File: src/rtl/pf_pkg.sv
package pf_pkg;
  localparam int CHANNELS = 128;
  localparam int CHAN_W   = $clog2(CHANNELS);
  localparam int PEAK_W   = 12;

  typedef logic [CHAN_W-1:0] chan_t;
  typedef logic [PEAK_W-1:0] peak_t;

  typedef enum logic [1:0] {ST_IDLE, ST_GATHER, ST_JUDGE} phase_e;

  // Qualification against the lower-level threshold (strictly above).
  function automatic logic above_lld(peak_t pk, peak_t lvl);
    return pk > lvl;
  endfunction

  // Candidate a displaces candidate b: louder, or equal and lower channel.
  function automatic logic outranks(peak_t pa, chan_t ca, peak_t pb, chan_t cb);
    return (pa > pb) || ((pa == pb) && (ca < cb));
  endfunction
endpackage

File: src/rtl/pf_tof_clock.sv
module pf_tof_clock #(
  parameter int TOF_W = 16
) (
  input  logic             clk,
  input  logic             rst_n,
  input  logic             frame_start,
  output logic [TOF_W-1:0] tof_now
);
  always_ff @(posedge clk) begin
    if (!rst_n)           tof_now <= '0;
    else if (frame_start) tof_now <= '0;
    else                  tof_now <= tof_now + 1'b1;
  end

  p_tof_restart_r8: assert property (@(posedge clk) disable iff (!rst_n)
    $past(frame_start) && $past(rst_n) |-> tof_now == '0);
endmodule

File: src/rtl/pf_axis_peak.sv
module pf_axis_peak
  import pf_pkg::*;
#(
  parameter int LANES = 4
) (
  input  logic                clk,
  input  logic                rst_n,
  input  logic                restart,
  input  logic [LANES-1:0]    take,
  input  chan_t [LANES-1:0]   lane_chan,
  input  peak_t [LANES-1:0]   lane_peak,
  output logic                have,
  output chan_t               best_chan,
  output peak_t               best_peak
);
  logic  c_have;
  chan_t c_chan;
  peak_t c_peak;
  logic  base_have;
  logic  n_have;
  chan_t n_chan;
  peak_t n_peak;

  // Strongest lane of this cycle; lower lane order does not matter, the
  // channel index breaks ties.
  always_comb begin
    c_have = 1'b0;
    c_chan = '0;
    c_peak = '0;
    for (int i = 0; i < LANES; i++) begin
      if (take[i] && (!c_have || outranks(lane_peak[i], lane_chan[i], c_peak, c_chan))) begin
        c_have = 1'b1;
        c_chan = lane_chan[i];
        c_peak = lane_peak[i];
      end
    end
  end

  // Merge the cycle winner with the held winner (discarded on restart).
  always_comb begin
    base_have = restart ? 1'b0 : have;
    n_have    = base_have;
    n_chan    = best_chan;
    n_peak    = best_peak;
    if (c_have && (!base_have || outranks(c_peak, c_chan, best_peak, best_chan))) begin
      n_have = 1'b1;
      n_chan = c_chan;
      n_peak = c_peak;
    end
  end

  always_ff @(posedge clk) begin
    if (!rst_n) begin
      have      <= 1'b0;
      best_chan <= '0;
      best_peak <= '0;
    end else begin
      have      <= n_have;
      best_chan <= n_chan;
      best_peak <= n_peak;
    end
  end

  // within one event the held peak never falls.
  p_best_monotone_r3: assert property (@(posedge clk) disable iff (!rst_n)
    have && !restart |=> have && (best_peak >= $past(best_peak)));
endmodule

File: src/rtl/pf_gather_fsm.sv
module pf_gather_fsm
  import pf_pkg::*;
#(
  parameter int LANES    = 4,
  parameter int WIN_CYC  = 10,
  parameter int MAX_HITS = 32
) (
  input  logic             clk,
  input  logic             rst_n,
  input  logic [LANES-1:0] lane_hit,
  output logic             start,
  output logic             open,
  output logic             judge,
  output logic             too_many
);
  localparam int WC_W = $clog2(WIN_CYC + 1);
  localparam int HC_W = $clog2(LANES * WIN_CYC + 1);

  phase_e          state;
  logic [WC_W-1:0] win_cnt;
  logic [HC_W-1:0] hit_cnt;
  logic [HC_W-1:0] lane_sum;

  assign lane_sum = HC_W'($countones(lane_hit));
  assign start    = (state == ST_IDLE) && (|lane_hit);
  assign open     = start || (state == ST_GATHER);
  assign judge    = (state == ST_JUDGE);
  assign too_many = hit_cnt > HC_W'(MAX_HITS);

  always_ff @(posedge clk) begin
    if (!rst_n) begin
      state   <= ST_IDLE;
      win_cnt <= '0;
      hit_cnt <= '0;
    end else begin
      case (state)
        ST_IDLE: if (start) begin
          state   <= (WIN_CYC > 1) ? ST_GATHER : ST_JUDGE;
          win_cnt <= WC_W'(1);
          hit_cnt <= lane_sum;
        end
        ST_GATHER: begin
          hit_cnt <= hit_cnt + lane_sum;
          win_cnt <= win_cnt + 1'b1;
          if (win_cnt == WC_W'(WIN_CYC - 1)) state <= ST_JUDGE;
        end
        default: state <= ST_IDLE;
      endcase
    end
  end

  // judging happens only right after the gathering window.
  p_judge_after_gather_r2: assert property (@(posedge clk) disable iff (!rst_n)
    judge |-> $past(state) == ST_GATHER);
  // the cycle after judging is idle and may trigger again.
  p_rearm_r7: assert property (@(posedge clk) disable iff (!rst_n)
    judge |=> state == ST_IDLE);
endmodule

File: src/rtl/pf_xy_locator.sv
module pf_xy_locator
  import pf_pkg::*;
#(
  parameter int LANES    = 4,
  parameter int WIN_CYC  = 10,
  parameter int MAX_HITS = 32,
  parameter int TOF_W    = 16,
  parameter int CNT_W    = 16
) (
  input  logic                      clk,
  input  logic                      rst_n,
  input  logic                      frame_start,
  input  logic [pf_pkg::PEAK_W-1:0] lld_level,
  input  logic [LANES-1:0]          hit_valid,
  input  logic [LANES-1:0]          hit_is_y,
  input  logic [LANES*pf_pkg::CHAN_W-1:0] hit_chan,
  input  logic [LANES*pf_pkg::PEAK_W-1:0] hit_peak,
  output logic                      ev_valid,
  output logic [pf_pkg::CHAN_W-1:0] ev_x,
  output logic [pf_pkg::CHAN_W-1:0] ev_y,
  output logic [TOF_W-1:0]          ev_tof,
  output logic [CNT_W-1:0]          drop_mult_cnt,
  output logic [CNT_W-1:0]          drop_axis_cnt
);
  chan_t [LANES-1:0]          lane_chan;
  peak_t [LANES-1:0]          lane_peak;
  logic  [LANES-1:0]          lane_hit;
  logic  [1:0][LANES-1:0]     axis_take;
  logic  [1:0]                axis_have;
  chan_t [1:0]                axis_chan;
  peak_t [1:0]                axis_peak;

  logic start, open, judge, too_many;
  logic [TOF_W-1:0] tof_now, tof_hold;
  logic ev_fire, mult_drop, axis_drop;

  for (genvar g = 0; g < LANES; g++) begin : g_lane
    assign lane_chan[g] = hit_chan[g*CHAN_W +: CHAN_W];
    assign lane_peak[g] = hit_peak[g*PEAK_W +: PEAK_W];
    assign lane_hit[g]  = hit_valid[g] && above_lld(lane_peak[g], lld_level);
  end

  assign axis_take[0] = lane_hit & ~hit_is_y & {LANES{open}};
  assign axis_take[1] = lane_hit &  hit_is_y & {LANES{open}};

  pf_gather_fsm #(.LANES(LANES), .WIN_CYC(WIN_CYC), .MAX_HITS(MAX_HITS)) i_fsm (
    .clk(clk), .rst_n(rst_n), .lane_hit(lane_hit),
    .start(start), .open(open), .judge(judge), .too_many(too_many)
  );

  for (genvar a = 0; a < 2; a++) begin : g_axis
    pf_axis_peak #(.LANES(LANES)) i_axis (
      .clk(clk), .rst_n(rst_n), .restart(start), .take(axis_take[a]),
      .lane_chan(lane_chan), .lane_peak(lane_peak),
      .have(axis_have[a]), .best_chan(axis_chan[a]), .best_peak(axis_peak[a])
    );
  end

  pf_tof_clock #(.TOF_W(TOF_W)) i_tof (
    .clk(clk), .rst_n(rst_n), .frame_start(frame_start), .tof_now(tof_now)
  );

  always_ff @(posedge clk) begin
    if (!rst_n)     tof_hold <= '0;
    else if (start) tof_hold <= tof_now;
  end

  assign mult_drop = judge && too_many;
  assign axis_drop = judge && !too_many && !(&axis_have);
  assign ev_fire   = judge && !too_many && (&axis_have);

  always_ff @(posedge clk) begin
    if (!rst_n) begin
      ev_valid      <= 1'b0;
      ev_x          <= '0;
      ev_y          <= '0;
      ev_tof        <= '0;
      drop_mult_cnt <= '0;
      drop_axis_cnt <= '0;
    end else begin
      ev_valid <= ev_fire;
      if (ev_fire) begin
        ev_x   <= axis_chan[0];
        ev_y   <= axis_chan[1];
        ev_tof <= tof_hold;
      end
      if (mult_drop) drop_mult_cnt <= drop_mult_cnt + 1'b1;
      if (axis_drop) drop_axis_cnt <= drop_axis_cnt + 1'b1;
    end
  end

  // one outcome per judged event.
  p_one_outcome_r6: assert property (@(posedge clk) disable iff (!rst_n)
    judge |-> $onehot({ev_fire, mult_drop, axis_drop}));
  // an accepted event is a single-cycle pulse.
  p_single_pulse_r7: assert property (@(posedge clk) disable iff (!rst_n)
    ev_valid |=> !ev_valid);
  // the multiplicity counter moves only out of a judge cycle.
  p_mult_step_r5: assert property (@(posedge clk) disable iff (!rst_n)
    $past(rst_n) && (drop_mult_cnt != $past(drop_mult_cnt)) |-> $past(judge));
  // the missing-axis counter moves only out of a judge cycle.
  p_axis_step_r6: assert property (@(posedge clk) disable iff (!rst_n)
    $past(rst_n) && (drop_axis_cnt != $past(drop_axis_cnt)) |-> $past(judge));
endmodule

File: config.mk
export PLATFORM = sky130hd
export DESIGN_NAME = pf_xy_locator
export DESIGN_NICKNAME = d
export VERILOG_FILES = /design/src/rtl/pf_pkg.sv /design/src/rtl/pf_tof_clock.sv /design/src/rtl/pf_axis_peak.sv /design/src/rtl/pf_gather_fsm.sv /design/src/rtl/pf_xy_locator.sv
export SDC_FILE = /design/constraint.sdc
export NUM_CORES = 1
export LEC_CHECK = 0
export BUFFER_PORTS_ARGS = -buffer_cell sky130_fd_sc_hd__buf_4
export CAP_MARGIN = 25
export CORE_ASPECT_RATIO = 2
export CORE_MARGIN = 4
export CORE_UTILIZATION = 50
export CTS_BUF_LIST = sky130_fd_sc_hd__clkbuf_16
export DETAILED_ROUTE_END_ITERATION = 12
export PLACE_DENSITY_LB_ADDON = 0.08
export SLEW_MARGIN = 20
export SYNTH_ARGS = -nofsm -noshare
export SYNTH_HDL_FRONTEND = slang
export SYNTH_SLANG_ARGS = --single-unit
File: constraint.sdc
create_clock -name clk -period 14.81 [get_ports clk]
set_input_delay 1.481 -clock clk [delete_from_list [all_inputs] [get_ports clk]]
set_output_delay 1.481 -clock clk [all_outputs]
set_load 0.005 [all_outputs]
After elaboration in Yosys (flattened, before gate mapping). Cells that the tools add are included.

Equal/unequal tests: 13. Add/subtract/negate cells: 8. Bitwise operators: 6. Mux-type cells: 35. Reduce and logical (&&, ||, !) cells: 59. Magnitude comparators: 21.

Operator list (count): 12-bit greater-than comparator (12); 12-bit == test (8); 12-bit two-way mux (8); 7-bit less-than comparator (8); 7-bit two-way mux (8); 16-bit by 1-bit adder with 16-bit output (second input constant) (3); 1-bit logical AND (25); 1-bit logical OR (17); 4-bit bitwise AND (4); 6-bit adder (2); 1-bit two-way mux (12); 6-bit one-hot mux with 2 select lines (1); 1-bit logical NOT (10); 4-bit one-hot mux with 2 select lines (1); 6-bit greater-than comparator (second input constant) (1); 6-bit two-way mux (1); 2-bit AND reduction (3); 1-bit by 1-bit adder with 2-bit output (2); 4-bit by 1-bit adder with 4-bit output (second input constant) (1); 4-bit == test (second input constant) (1); 2-bit two-way mux (2); 4-bit two-way mux (1); 4-bit inverter (1); 2-bit one-hot mux with 2 select lines (1); 9 further kinds (9).

Output and inout port bits: 63. Bits of input ports: 99. Flip-flop bits (word level): 147. Word-level logic and storage cells: 159.

Depth between registers and ports, before layout.
Depth after elaboration: 31. Gate-level depth with buffers: 60. Gate-level depth less buffers: 53.

Modules after synthesis. Synthesis repeated with hierarchy kept, for this count alone.

Cells, all modules: 1580. Area total of the unflattened synthesis: 12752.2 µm².

By module, submodules not included: pf_xy_locator (cells an instance 515, area an instance 4269.1 µm², times used 1); pf_axis_peak at g_axis[1].i_axis (cells an instance 455, area an instance 3540.9 µm², times used 1); pf_axis_peak at g_axis[0].i_axis (cells an instance 448, area an instance 3442.1 µm², times used 1); pf_gather_fsm (cells an instance 84, area an instance 783.3 µm², times used 1); pf_tof_clock (cells an instance 78, area an instance 716.9 µm², times used 1).

Worst setup path before layout. OpenSTA, ideal clock, no wires.

Path type: input-to-reg. Start: in lld_level[10] in the netlist's numbering. End: reg g_axis[0].i_axis.best_chan[2]. Stages: 58. Required time: 14.693 ns. Library setup time: 0.117 ns. Slack: 2.115 ns. Buffers on the path: 7. Arrival time: 12.577 ns. Cell sequence: inv_1 > ha_1 > nand4_1 > nor2_1 > o21ai_1 > a31oi_1 > inv_1 > ha_1 > nand2_1 > o21bai_2 > or3_1 > a31oi_4 > clkbuf_1 > nand2_1 > ha_1 > nand4_1 > nor3_1 > o21ba_2 > (+22 left out) > a31oi_2 > nand3_1 > o22ai_2 > buf_4 > mux2_2 > ha_1 > nor2b_1 > o21a_1 > o21ai_0 > nand2b_1 > a221oi_1 > o221a_2 > inv_1 > o211a_1 > or2_1 > buf_2 > buf_2 > a32o_1.

Cells in the longest elaborated chain, start to end: 30. Elaborated cells on any way between the ends: 58. Those cells by class: order compare (12); eq/ne (4); mux (13); bitwise (2); reduce/logical (27).

Ends and longest elaborated chain: from (decl) (RTL line pf_xy_locator.sv:13) `input logic [pf_pkg::PEAK_W-1:0] lld_level,`; 12-bit greater-than comparator (RTL line pf_pkg.sv:13) `return pk > lvl;`; 1-bit logical AND (RTL line pf_xy_locator.sv:40) `assign lane_hit[g] = hit_valid[g] && above_lld(lane_peak[g], lld_level);`; 4-bit OR reduction (RTL line pf_gather_fsm.sv:25) `assign start = (state == ST_IDLE) && (|lane_hit);`; 1-bit logical AND (RTL line pf_gather_fsm.sv:25); 1-bit logical OR (RTL line pf_gather_fsm.sv:26) `assign open = start || (state == ST_GATHER);`; 4-bit bitwise AND * (RTL line pf_xy_locator.sv:43) `assign axis_take[0] = lane_hit & ~hit_is_y & {LANES{open}};`; branches (longest 18 deep; another with 12-bit greater-than comparator); 12-bit two-way mux * (RTL line pf_axis_peak.sv:31) `if (take[i] && (!c_have || outranks(lane_peak[i], lane_chan[i], c_peak, c_chan))) begin`; via g_axis[0].i_axis.c_peak[1] (RTL line pf_axis_peak.sv:18) `peak_t c_peak;`; branches (longest 2 deep; another with 12-bit greater-than comparator); 1-bit logical OR * (RTL line pf_pkg.sv:18) `return (pa > pb) || ((pa == pb) && (ca < cb));`; 1-bit logical OR * (RTL line pf_axis_peak.sv:45) `if (c_have && (!base_have || outranks(c_peak, c_chan, best_peak, best_chan))) begin`; 1-bit logical AND * (RTL line pf_axis_peak.sv:45); to (signal assigned) (RTL line pf_axis_peak.sv:59) `best_chan <= n_chan;`; to (decl) (RTL line pf_axis_peak.sv:13) `output chan_t best_chan,`.

Mark *: on every way through the listed nets, which the timed path passes. A chain may end at the register's enable or synchronous reset.

Worst setup path after layout.
Start: in lld_level[10] in the netlist's numbering. End: reg g_axis[0].i_axis.best_peak[5].

Cells in the longest elaborated chain, start to end: 30. Elaborated cells on any way between the ends: 58. Those cells by class: order compare (12); eq/ne (4); mux (13); bitwise (2); reduce/logical (27).

Ends and longest elaborated chain: 12-bit greater-than comparator (RTL line pf_pkg.sv:13); 1-bit logical AND (RTL line pf_xy_locator.sv:40); 4-bit OR reduction (RTL line pf_gather_fsm.sv:25); 1-bit logical AND (RTL line pf_gather_fsm.sv:25); 1-bit logical OR (RTL line pf_gather_fsm.sv:26); 4-bit bitwise AND * (RTL line pf_xy_locator.sv:43); branches (longest 18 deep; another with 12-bit greater-than comparator); 12-bit two-way mux * (RTL line pf_axis_peak.sv:31); via g_axis[0].i_axis.c_peak[5] (RTL line pf_axis_peak.sv:18); branches (longest 5 deep; another with 12-bit greater-than comparator); to (signal assigned) (RTL line pf_axis_peak.sv:60) `best_peak <= n_peak;`; to (decl) (RTL line pf_axis_peak.sv:14) `output peak_t best_peak`.

Marked as above.

==> metrics <==
largest net degree at the start of global routing=95; global placer's final weighted congestion=between 0.9 and 1; clock network fraction of design power=between 30% and 40%; Arr. time, crit path=14.34 ns; post-DP HPWL=~33000 microns; Distinct cells, synth=84; Root Buffer=clkbuf_16; clock network latency to the later pin of the worst-skew pair=0.42 ns; Global Route Usage Sum=between 20 and 30%; Via-to-Cell Ratio=a little under 6; maximum VDD drop=~0.12 mV; asr flop ratio synth=0%; CTS tree=done; Final Max Tran Viols=0; 1st-iter DRT viols=approximately 480; power per cell area=~80 nW/um^2; P_leak=6.26 nW; Hold Crit Class=reg2reg; Slew HR=between 30% and 40%; crit-path max FO=17; yosys warns=0; Clock transition at path regs=approximately 0.060 ns; maximum clock frequency=between 70 and 80 MHz; Die Ht=~230 microns; fin crit period=between 10 and 15 ns; setup violators final=0; initial antenna violation count=0; net count reported at finish=approximately 2.0k; most frequent cells in the layout=ha_1 (205), nand2_1 (202), buf_4 (186), inv_1 (160), dfxtp_1 (147); Crit. End Element=flip-flop; final worst setup slack=a little under 0.8 ns; CTS Hold Buffers Added=0; status=completed; Crit Path Class=in2reg; Area growth syn-to-layout=17.7%; Most Frequent Cell on Critical Path=ha_1; Via Count=between 10k and 15k; first-pass GRT wire length=slightly above 60000 microns; total congestion overflow=0; Initial DRT Pass Iterations=7; Max-Cap Viols=0; H-tree depth=4; Port Buf Inserts=about 160; Worst Tran Pin Value=slightly above 1 ns; # diodes=0; EDFF count, synth=0; syn avg cell area=between 8 and 9 sq um; commonest non-fill, non-tap cell in the layout=ha_1; Final ANT Viol Nets=0; Sequential Power Share=34.7%; drt wl/cell=19.6 microns; crit path launch type=primary input; number of CTS-inserted buffers=17; switching share of power=about 32%; # DRC=0; Critical Path RT=~15 ns; Comb pwr share=a little under a third; synthesized cell area=approximately 12000 sq um; worst reg2reg startpoint=i_fsm.state[1]; clk buf depth=2; Fin. Hold Viols=0; top_reg_cell synth=dfxtp_1; IO Pins=~160; die width=roughly 120 microns; CTS sink cnt=147; Design Power=between 1 and 1.5 mW; vias in the first global route=about 12k; RSZ-0062 raised after global routing=no; Die Area=~28000 sq um; Final TNS setup=0 ns; slowest CP cell=nor4_1; Clock Skew=0.00765 ns; fin crit share=a little over nine tenths; post-synth net total=around 1.8k; initial core utilization=50.8%; layout cells sized above 1=19.7%; Sw Pwr=between 300 and 400 uW; beginning of the worst hold path=tof_hold[15]; Setup crit start=lld_level[10]; Routed WL=between 30000 and 40000 microns; worst slack at placement=-0.562 ns; num rows=just over 80; CORE AREA=24500 sq um; utilization after layout=59.8%; synthesized flop and latch total=147; Post-Synthesis Cells=1494; sequential fraction of the synthesis area=between 20% and 30%; Internal=roughly 820 uW; Max stage delay on crit path=around 0.48 ns
[power by group through the flow]
stage          sequential [mW]  combinational, mW  clock, mW
2_1_floorplan            0.426              0.256          0
3_3_place_gp             0.428              0.373          0
3_5_place_dp             0.428              0.379          0
4_1_cts                  0.419              0.381      0.415
5_1_grt                  0.421              0.429      0.430
6_report                 0.419              0.384      0.405
[logic make-up after synthesis]
kind of cell	count (synthesis)	synth area share, %
simple gates	462	17.2
compound gates	321	18.5
buf+inv	208	6.82
fa+ha+maj	207	20.9
flops	147	23.6
mux	112	10.2
xor+xnor	37	2.60
[metal layers]
metal | vias up | global-route usage [%] | wire, microns
met5 | - | 0 | 0
met4 | 0 | 20.5 | 3160
met3 | 128 | 3.10 | 1200
met2 | 289 | 55.2 | 21500
met1 | 5513 | 26.1 | 13400
li1 | 5633 | - | -
[critical path: cells and delay by family]
family | cells | cell delay (ns)
adders and majority gates | 6 | 1.74
buffers and inverters | 9 | 1.13
and+or+nand+nor | 16 | 3.77
AOI/OAI and AO/OA | 22 | 5.15
muxes | 3 | 1.03
[state kept, by name, indices dropped and copies added (netlist names), 2 cells and up]
register	flops
g_axis.i_axis.best_peak	24
drop_axis_cnt	16
ev_y	7
i_fsm.win_cnt	4
tof_hold	16
i_tof.tof_now	16
ev_x	7
i_fsm.state	2
ev_tof	16
drop_mult_cnt	16
i_fsm.hit_cnt	6
g_axis.i_axis.have	2
g_axis.i_axis.best_chan	14
[timing repair]
item | 4_1_cts | 5_1_grt
buffers inserted | 0 | 4
pin swaps | 0 | 0
resized for setup | 1 | 7
hold endpoints to repair | 0 | 0
setup endpoints to repair | 19 | 36
[path summary, 6_finish.rpt]
check / slack, ns / endpoint / cells after the start
min reg2reg: 0.45 / ev_tof[15] / 2
max: 0.78 / g_axis[0].i_axis.best_peak[5] / 56
max reg2reg: 3.32 / g_axis[0].i_axis.best_peak[5] / 46
min: 0.45 / ev_tof[15] / 2
[synthesized netlist by cell type, types with 13 or more instances]
| cell type | n | area [sq um] |
|---|---|---|
| nand3_1 | 42 | 210 |
| nor2_1 | 87 | 327 |
| xor2_1 | 26 | 228 |
| a21o_1 | 27 | 203 |
| o21ai_0 | 39 | 195 |
| mux2_2 | 55 | 619 |
| nand4_1 | 39 | 244 |
| mux2_4 | 17 | 255 |
| ha_1 | 205 | 2560 |
| a32o_1 | 18 | 180 |
| clkbuf_1 | 29 | 109 |
| dfxtp_1 | 147 | 2940 |
| inv_1 | 157 | 589 |
| o21a_1 | 13 | 97.6 |
| or3_1 | 15 | 93.8 |
| a21oi_1 | 117 | 586 |
| nand2_1 | 202 | 758 |
| nor2b_1 | 14 | 87.6 |
| mux2i_1 | 40 | 400 |
[area by class of cell]
cell class	count	area, sq um
well taps	332	415
inverters	159	597
clock buffers	17	425
multi-input cells	1139	8690
fillers	2336	9870
clock inverters	15	126
flip-flops and latches	147	2940
repair buffers	189	1460
[per-stage QoR]
step | cell area (sq um) | hold slack, ns | std cells
after global routing | 14700 | 0.474 | 1998
after global placement | 14000 | 0.443 | 1962
after CTS | 14600 | 0.457 | 1994
after floorplan | 12500 | 0.426 | 1494
final | 14700 | 0.453 | 1998
after detailed placement | 14000 | 0.449 | 1962
(Power assumes the default switching activity.)
